[src/rtl/pt_mem_pkg.sv]
package pt_mem_pkg;

    localparam int unsigned DEF_ADDR_W     = 4;
    localparam int unsigned DEF_DATA_W     = 16;
    localparam int unsigned DEF_TAG_W      = 4;
    localparam int unsigned DEF_POOL_DEPTH = 8;

    typedef enum logic [1:0] {
        WR_NONE,
        WR_FILL,
        WR_WAKE,
        WR_DUP
    } wr_kind_e;

    typedef enum logic [1:0] {
        RD_NONE,
        RD_HIT,
        RD_PARK
    } rd_kind_e;

    function automatic wr_kind_e classify_write(logic fire, logic present, logic waiting);
        if (!fire)        return WR_NONE;
        else if (present) return WR_DUP;
        else if (waiting) return WR_WAKE;
        else              return WR_FILL;
    endfunction

    function automatic rd_kind_e classify_read(logic fire, logic present);
        if (!fire)        return RD_NONE;
        else if (present) return RD_HIT;
        else              return RD_PARK;
    endfunction

endpackage

[src/rtl/pt_word_table.sv]
module pt_word_table #(
    parameter int unsigned ADDR_W = 4,
    parameter int unsigned DATA_W = 16,
    parameter int unsigned PTR_W  = 3
) (
    input  logic              clk,
    input  logic              rst,
    input  logic              clr,
    input  logic              fill_en,
    input  logic [ADDR_W-1:0] fill_addr,
    input  logic [DATA_W-1:0] fill_data,
    input  logic              app_en,
    input  logic [ADDR_W-1:0] app_addr,
    input  logic [PTR_W-1:0]  app_node,
    input  logic [ADDR_W-1:0] rd_addr,
    input  logic [ADDR_W-1:0] wr_addr,
    output logic              rd_present,
    output logic [DATA_W-1:0] rd_value,
    output logic              rd_waiting,
    output logic [PTR_W-1:0]  rd_tail,
    output logic              wr_present,
    output logic              wr_waiting,
    output logic [PTR_W-1:0]  wr_head,
    output logic [PTR_W-1:0]  wr_tail
);
    localparam int unsigned WORDS = 1 << ADDR_W;

    logic [WORDS-1:0]  present_q;
    logic [WORDS-1:0]  waiting_q;
    logic [DATA_W-1:0] mem_q  [WORDS];
    logic [PTR_W-1:0]  head_q [WORDS];
    logic [PTR_W-1:0]  tail_q [WORDS];

    always_ff @(posedge clk) begin
        if (rst || clr) begin
            present_q <= '0;
            waiting_q <= '0;
        end else begin
            if (fill_en) begin
                present_q[fill_addr] <= 1'b1;
                waiting_q[fill_addr] <= 1'b0;
                mem_q[fill_addr]     <= fill_data;
            end
            if (app_en) begin
                if (!waiting_q[app_addr]) begin
                    head_q[app_addr]    <= app_node;
                    waiting_q[app_addr] <= 1'b1;
                end
                tail_q[app_addr] <= app_node;
            end
        end
    end

    assign rd_present = present_q[rd_addr];
    assign rd_value   = mem_q[rd_addr];
    assign rd_waiting = waiting_q[rd_addr];
    assign rd_tail    = tail_q[rd_addr];
    assign wr_present = present_q[wr_addr];
    assign wr_waiting = waiting_q[wr_addr];
    assign wr_head    = head_q[wr_addr];
    assign wr_tail    = tail_q[wr_addr];

    AST_PRESENT_STICKY: assert property (@(posedge clk) disable iff (rst)
        !clr |=> ((present_q & $past(present_q)) == $past(present_q)));

    for (genvar w = 0; w < WORDS; w++) begin : g_frozen
        AST_WORD_FROZEN: assert property (@(posedge clk) disable iff (rst)
            (present_q[w] && !clr) |=> $stable(mem_q[w]));
    end

endmodule

[src/rtl/pt_defer_pool.sv]
module pt_defer_pool #(
    parameter int unsigned TAG_W = 4,
    parameter int unsigned DEPTH = 8,
    parameter int unsigned PTR_W = 3
) (
    input  logic             clk,
    input  logic             rst,
    input  logic             clr,
    input  logic             alloc_en,
    input  logic [TAG_W-1:0] alloc_tag,
    output logic [PTR_W-1:0] alloc_idx,
    output logic             pool_full,
    input  logic             link_en,
    input  logic [PTR_W-1:0] link_prev,
    input  logic             free_en,
    input  logic [PTR_W-1:0] free_idx,
    input  logic [PTR_W-1:0] look_idx,
    output logic [TAG_W-1:0] look_tag,
    output logic [PTR_W-1:0] look_next
);
    logic [DEPTH-1:0] used_q;
    logic [TAG_W-1:0] tag_q  [DEPTH];
    logic [PTR_W-1:0] next_q [DEPTH];

    always_comb begin
        alloc_idx = '0;
        for (int i = DEPTH - 1; i >= 0; i--) begin
            if (!used_q[i]) alloc_idx = PTR_W'(i);
        end
    end

    assign pool_full = &used_q;

    always_ff @(posedge clk) begin
        if (rst || clr) begin
            used_q <= '0;
        end else begin
            if (alloc_en) begin
                used_q[alloc_idx] <= 1'b1;
                tag_q[alloc_idx]  <= alloc_tag;
            end
            if (link_en) begin
                next_q[link_prev] <= alloc_idx;
            end
            if (free_en) begin
                used_q[free_idx] <= 1'b0;
            end
        end
    end

    assign look_tag  = tag_q[look_idx];
    assign look_next = next_q[look_idx];

    AST_NO_ALLOC_FULL: assert property (@(posedge clk) disable iff (rst)
        alloc_en |-> !pool_full);
    AST_ALLOC_FREE_EXCL: assert property (@(posedge clk) disable iff (rst)
        !(alloc_en && free_en));
    AST_FREE_USED: assert property (@(posedge clk) disable iff (rst)
        free_en |-> used_q[free_idx]);

endmodule

[src/rtl/pt_resp_drain.sv]
module pt_resp_drain #(
    parameter int unsigned TAG_W  = 4,
    parameter int unsigned DATA_W = 16,
    parameter int unsigned PTR_W  = 3
) (
    input  logic              clk,
    input  logic              rst,
    input  logic              clr,
    input  logic              hit_en,
    input  logic [TAG_W-1:0]  hit_tag,
    input  logic [DATA_W-1:0] hit_data,
    input  logic              start_en,
    input  logic [PTR_W-1:0]  start_head,
    input  logic [PTR_W-1:0]  start_tail,
    input  logic [DATA_W-1:0] start_data,
    input  logic [TAG_W-1:0]  node_tag,
    input  logic [PTR_W-1:0]  node_next,
    input  logic              rsp_ready,
    output logic              busy,
    output logic              slot_free,
    output logic              free_en,
    output logic [PTR_W-1:0]  cursor,
    output logic              rsp_valid,
    output logic [TAG_W-1:0]  rsp_tag,
    output logic [DATA_W-1:0] rsp_data
);
    logic              busy_q;
    logic [PTR_W-1:0]  cur_q;
    logic [PTR_W-1:0]  last_q;
    logic [DATA_W-1:0] value_q;
    logic              valid_q;
    logic [TAG_W-1:0]  tag_q;
    logic [DATA_W-1:0] data_q;

    assign slot_free = !valid_q || rsp_ready;
    assign free_en   = busy_q && slot_free;

    always_ff @(posedge clk) begin
        if (rst || clr) begin
            busy_q  <= 1'b0;
            valid_q <= 1'b0;
        end else begin
            if (valid_q && rsp_ready) valid_q <= 1'b0;
            if (hit_en) begin
                valid_q <= 1'b1;
                tag_q   <= hit_tag;
                data_q  <= hit_data;
            end
            if (start_en) begin
                busy_q  <= 1'b1;
                cur_q   <= start_head;
                last_q  <= start_tail;
                value_q <= start_data;
            end else if (free_en) begin
                valid_q <= 1'b1;
                tag_q   <= node_tag;
                data_q  <= value_q;
                cur_q   <= node_next;
                if (cur_q == last_q) busy_q <= 1'b0;
            end
        end
    end

    assign busy      = busy_q;
    assign cursor    = cur_q;
    assign rsp_valid = valid_q;
    assign rsp_tag   = tag_q;
    assign rsp_data  = data_q;

    AST_RSP_HOLD: assert property (@(posedge clk) disable iff (rst)
        (valid_q && !rsp_ready && !clr) |=> (valid_q && $stable(tag_q) && $stable(data_q)));
    AST_DRAIN_ISSUE: assert property (@(posedge clk) disable iff (rst)
        (busy_q && slot_free && !clr) |=> valid_q);
    AST_NO_HIT_IN_DRAIN: assert property (@(posedge clk) disable iff (rst)
        busy_q |-> !hit_en);

endmodule

[src/rtl/pt_presence_mem.sv]
module pt_presence_mem
    import pt_mem_pkg::*;
#(
    parameter int unsigned ADDR_W     = DEF_ADDR_W,
    parameter int unsigned DATA_W     = DEF_DATA_W,
    parameter int unsigned TAG_W      = DEF_TAG_W,
    parameter int unsigned POOL_DEPTH = DEF_POOL_DEPTH
) (
    input  logic              clk,
    input  logic              rst,
    input  logic              clr,
    input  logic              wr_valid,
    output logic              wr_ready,
    input  logic [ADDR_W-1:0] wr_addr,
    input  logic [DATA_W-1:0] wr_data,
    output logic              wr_dup_err,
    input  logic              rd_valid,
    output logic              rd_ready,
    input  logic [ADDR_W-1:0] rd_addr,
    input  logic [TAG_W-1:0]  rd_tag,
    output logic              rsp_valid,
    input  logic              rsp_ready,
    output logic [TAG_W-1:0]  rsp_tag,
    output logic [DATA_W-1:0] rsp_data
);
    localparam int unsigned PTR_W = (POOL_DEPTH > 1) ? $clog2(POOL_DEPTH) : 1;

    logic              rd_present, rd_waiting, wr_present, wr_waiting;
    logic [DATA_W-1:0] rd_value;
    logic [PTR_W-1:0]  rd_tail, wr_head, wr_tail;
    logic [PTR_W-1:0]  alloc_idx, cursor, look_next;
    logic [TAG_W-1:0]  look_tag;
    logic              pool_full, busy, slot_free, free_en;
    logic              wr_fire, rd_fire, dup_q;
    wr_kind_e          wkind;
    rd_kind_e          rkind;

    assign wr_ready = !busy && !clr;
    assign rd_ready = !busy && !clr && !pool_full && slot_free && !wr_valid;
    assign wr_fire  = wr_valid && wr_ready;
    assign rd_fire  = rd_valid && rd_ready;
    assign wkind    = classify_write(wr_fire, wr_present, wr_waiting);
    assign rkind    = classify_read(rd_fire, rd_present);

    pt_word_table #(.ADDR_W(ADDR_W), .DATA_W(DATA_W), .PTR_W(PTR_W)) u_words (
        .clk        (clk),
        .rst        (rst),
        .clr        (clr),
        .fill_en    (wkind == WR_FILL || wkind == WR_WAKE),
        .fill_addr  (wr_addr),
        .fill_data  (wr_data),
        .app_en     (rkind == RD_PARK),
        .app_addr   (rd_addr),
        .app_node   (alloc_idx),
        .rd_addr    (rd_addr),
        .wr_addr    (wr_addr),
        .rd_present (rd_present),
        .rd_value   (rd_value),
        .rd_waiting (rd_waiting),
        .rd_tail    (rd_tail),
        .wr_present (wr_present),
        .wr_waiting (wr_waiting),
        .wr_head    (wr_head),
        .wr_tail    (wr_tail)
    );

    pt_defer_pool #(.TAG_W(TAG_W), .DEPTH(POOL_DEPTH), .PTR_W(PTR_W)) u_pool (
        .clk       (clk),
        .rst       (rst),
        .clr       (clr),
        .alloc_en  (rkind == RD_PARK),
        .alloc_tag (rd_tag),
        .alloc_idx (alloc_idx),
        .pool_full (pool_full),
        .link_en   (rkind == RD_PARK && rd_waiting),
        .link_prev (rd_tail),
        .free_en   (free_en),
        .free_idx  (cursor),
        .look_idx  (cursor),
        .look_tag  (look_tag),
        .look_next (look_next)
    );

    pt_resp_drain #(.TAG_W(TAG_W), .DATA_W(DATA_W), .PTR_W(PTR_W)) u_drain (
        .clk        (clk),
        .rst        (rst),
        .clr        (clr),
        .hit_en     (rkind == RD_HIT),
        .hit_tag    (rd_tag),
        .hit_data   (rd_value),
        .start_en   (wkind == WR_WAKE),
        .start_head (wr_head),
        .start_tail (wr_tail),
        .start_data (wr_data),
        .node_tag   (look_tag),
        .node_next  (look_next),
        .rsp_ready  (rsp_ready),
        .busy       (busy),
        .slot_free  (slot_free),
        .free_en    (free_en),
        .cursor     (cursor),
        .rsp_valid  (rsp_valid),
        .rsp_tag    (rsp_tag),
        .rsp_data   (rsp_data)
    );

    always_ff @(posedge clk) begin
        if (rst || clr) dup_q <= 1'b0;
        else            dup_q <= (wkind == WR_DUP);
    end
    assign wr_dup_err = dup_q;

    AST_HIT_NEXT_CYCLE: assert property (@(posedge clk) disable iff (rst || clr)
        (rd_fire && rd_present) |=> (rsp_valid && rsp_tag == $past(rd_tag) && rsp_data == $past(rd_value)));
    AST_DUP_FLAG: assert property (@(posedge clk) disable iff (rst || clr)
        (wr_fire && wr_present) |=> wr_dup_err);
    AST_DUP_ONLY_ON_FULL: assert property (@(posedge clk) disable iff (rst)
        wr_dup_err |-> $past(wr_fire && wr_present));
    AST_PARK_SILENT: assert property (@(posedge clk) disable iff (rst)
        (rd_fire && !rd_present && !busy && !clr) |=> !busy);

endmodule

[config.mk]
export PLATFORM = sky130hd
export DESIGN_NAME = pt_presence_mem
export DESIGN_NICKNAME = d
export VERILOG_FILES = /design/src/rtl/pt_mem_pkg.sv /design/src/rtl/pt_word_table.sv /design/src/rtl/pt_defer_pool.sv /design/src/rtl/pt_resp_drain.sv /design/src/rtl/pt_presence_mem.sv
export SDC_FILE = /design/constraint.sdc
export NUM_CORES = 1
export LEC_CHECK = 0
export BUFFER_PORTS_ARGS = -buffer_cell sky130_fd_sc_hd__buf_2
export CAP_MARGIN = 0
export CORE_MARGIN = 1.5
export CORE_UTILIZATION = 62
export CTS_CLUSTER_DIAMETER = 40
export DETAILED_ROUTE_END_ITERATION = 8
export PLACE_DENSITY = 0.79
export RECOVER_POWER = 25
export SLEW_MARGIN = 20
export SYNTH_ARGS = -nofsm -noshare
export SYNTH_HDL_FRONTEND = slang
export SYNTH_SLANG_ARGS = --single-unit
[constraint.sdc]
create_clock -name clk -period 5.1 [get_ports clk]
set_input_delay 0.255 -clock clk [delete_from_list [all_inputs] [get_ports clk]]
set_output_delay 0.255 -clock clk [all_outputs]
set_load 0.02 [all_outputs]
==> out/metrics.cfg <==
[layout]
mostFrequentLayoutCell=edfxtp_1
drive_gt1_share_pct=30.2
final_util_pct=72.3
layout.nets=1172
final_area_um2=23000
fin_cells=1622
syn2layout_area_growth_pct=13.6
final_cell_mix=edfxtp_1 (450), mux4_2 (154), clkbuf_16 (57)

[die]
rows=65
coreArea_um2=31800
die_area_um2=33700
fp.dieW_um=184
die_height_um=184
ios=58
start_util_pct=63.6

[drt]
vias=10900
dr.pass1.iters=5
drtIter0Drc=1316
drtAntennaViolNets=0
drt-total-wl_mm=45.5
routedWlPerCell_um=28.1
drc_errors=0
via_per_inst=6.72

[sta]
drv_slew=0
hold_ws_ns=0.117
grt_setup_unrepaired=false
fmax_mhz=286
setup_viol=0
max-slew-margin-rel_pct=30.8
setup_ws_ns=1.60
tightest_slew_ns=1.04
clock-skew-final_ns=0.0251
setup_tns_ns=0
finalCritPeriodShare_pct=68.6
hold_violations=0
period_minus_slack_ns=3.50

[placed_design]
pre_cts_ws_ns=1.11
dp_cells=1509
placed_cell_area_um2=21100
dp_hpwl_mm=28.0
io_buffers=57
place_congestion=0.854

[synthesis]
synth_edf_count=450
ys_top_cells_by_area=edfxtp_1 (67%), mux4_2 (17%), dfxtp_1 (4.6%), mux2i_1 (1.3%), nor2_1 (1.1%)
avgSynthCellArea_um2=19.2
yosysTopAreaCell=edfxtp_1
ys_ff_latch=496
netlist_area_um2=20200
ys_types=56
synthArstFlopShare_pct=0
syn_inst=1053
synth.top_cell.area_share_pct=66.8
yosysSeqAreaShare_pct=71.4
syn_nets=1089
yosys_warnings=0
ys.flop_type=edfxtp_1

[setup_path]
crit_end=u_words.mem_q[11][1]
startpoint=u_words.present_q[11]
cp_max_fo=11
reg2reg_to=u_words.mem_q[11][1]
rr_startpoint=u_words.present_q[11]
crit_path_end_kind=register
crit_top_cell=mux4_2
critPathRequiredTime_ns=5.37
r2r_cells=7
path_cells=mux4_2 -> mux4_2 -> o211a_1 -> ha_1 -> nand3b_1 -> nor2_2 -> buf_4
regToRegSetupSlack_ns=1.60
arrival_ns=3.77
cp-start-kind=register
crit_path_top_delay_cell=nor2_2
crit_type=register to register
critPathMaxStageDelay_ns=0.50

[global_route]
grt_max_degree=60
grt_overflow=0
grt_antenna_before_repair=3
first_global_vias=11000
track_usage_pct=28.1
grt_pass1_wl_mm=68.8

[power_and_ir_drop]
seq_power_share_pct=50.4
switchingPower_mw=1.88
clock_power_share_pct=45.8
cellLeakagePower_nw=7.27
power_mw=8.80
p_sw_share_pct=21.4
internal_power_mw=6.92
vdd_drop_max_mv=0.347
p_comb_share_pct=3.8
powerDensity_nw_per_um2=383

[clock_network]
clkLatencyLatePin_ns=0.59
root_buffer=clkbuf_16
cts_num_sinks=496
clkTransAtPathRegs_ns=0.06
cts_tree=done
clockBufferDepth=3
h-tree-depth=2
numCtsBuffers=56
postCtsResizedCells=0

[outcome]
status=finished clean

[job]
maxCapViolations=0

[min_path]
holdCritPathClass=primary input to register

==> Yosys cell counts, types with 6 or more instances <==
master    instances
buf_1            10
nand3_1          10
clkbuf_1         34
o21ai_0           9
mux2_2            8
mux4_2          154
nor2b_1           7
a21oi_1          11
edfxtp_1        450
o31ai_1           6
nor2_1           61
nand2_1          50
buf_2            16
nor3_1           14
nand4_1           8
a21o_1           17
o221ai_1          6
nand2b_1         10
o21ai_1          24
o32ai_1           6
dfxtp_1          46
mux2i_1          27
==> cell families (layout without fill, tap and decap cells) <==
logic type | after synthesis | after routing | synth area share [%]
flip-flops | 496 | 496 | 71.4
XOR/XNOR | 3 | 3 | 0.130
buffers and inverters | 71 | 202 | 1.47
AO/OA/AOI/OAI | 106 | 106 | 3.55
adder cells (fa/ha/maj) | 2 | 2 | 0.124
other | 0 | 3 | 0
multiplexers | 190 | 190 | 19.0
AND/OR/NAND/NOR | 185 | 185 | 4.29
==> repair_timing <==
action                    CTS  global route
buffers inserted            0             0
hold endpoints to repair   32             0
hold buffers                4             0
==> power groups by stage <==
stage / clock (mW) / sequential (mW) / combinational, mW
detailed placement: 0 / 4.52 / 0.326
finish: 4.03 / 4.44 / 0.333
CTS: 4.08 / 4.44 / 0.334
floorplan: 0 / 4.53 / 0.193
global route: 4.23 / 4.44 / 0.351
global placement: 0 / 4.52 / 0.321
==> layout make-up <==
class | instances | area, um^2
fillers | 1835 | 8820
inverters | 9 | 33.8
clock inverters | 41 | 410
flip-flops and latches | 496 | 14400
repair buffers | 87 | 510
well taps | 435 | 544
diodes | 3 | 7.51
clock buffers | 65 | 1480
multi-input cells | 486 | 5560
==> critical path: cells and delay by family (launching register included) <==
| kind | cells | cell delay (ns) |
|---|---|---|
| and+or+nand+nor | 2 | 0.98 |
| AOI/OAI and AO/OA | 1 | 0.26 |
| buffers and inverters | 1 | 0.28 |
| adders and majority gates | 1 | 0.34 |
| DFF | 1 | 0.36 |
| muxes | 2 | 0.98 |
==> worst min path at each step <==
stage / start / to / slack, ns / cells past startpoint
4_1_cts: wr_data[12] / u_words.mem_q[8][12] / 0.08 / 1
3_5_place_dp: u_words.present_q[12] / u_words.present_q[12] / 0.48 / 1
6_report: rsp_ready / u_drain.rsp_valid / 0.12 / 3
2_1_floorplan: wr_data[0] / u_drain.value_q[0] / 0.35 / 0
3_3_place_gp: u_pool.used_q[7] / u_pool.used_q[7] / 0.47 / 2
5_1_grt: rd_addr[3] / u_words.waiting_q[5] / 0.11 / 2
==> per-layer routing <==
| layer | vias up | GRT usage (%) | wire length [um] |
|---|---|---|---|
| met5 | - | 0 | 9 |
| li1 | 4522 | - | - |
| met2 | 660 | 42.8 | 21500 |
| met3 | 84 | 5.92 | 4700 |
| met4 | 2 | 6.66 | 817 |
| met1 | 5627 | 42.5 | 18500 |
==> sequential cells by signal, summed over array words and instances (netlist names), 4 cells and up, named ones only <==
signal             flops
u_words.mem_q        256
u_words.head_q        48
u_words.tail_q        48
u_pool.tag_q          32
u_pool.next_q         24
u_drain.rsp_data      16
u_drain.value_q       16
u_words.present_q     16
u_words.waiting_q     16
u_pool.used_q          8
u_drain.rsp_tag        4
Note: power is estimated with default switching activity, not from simulation.
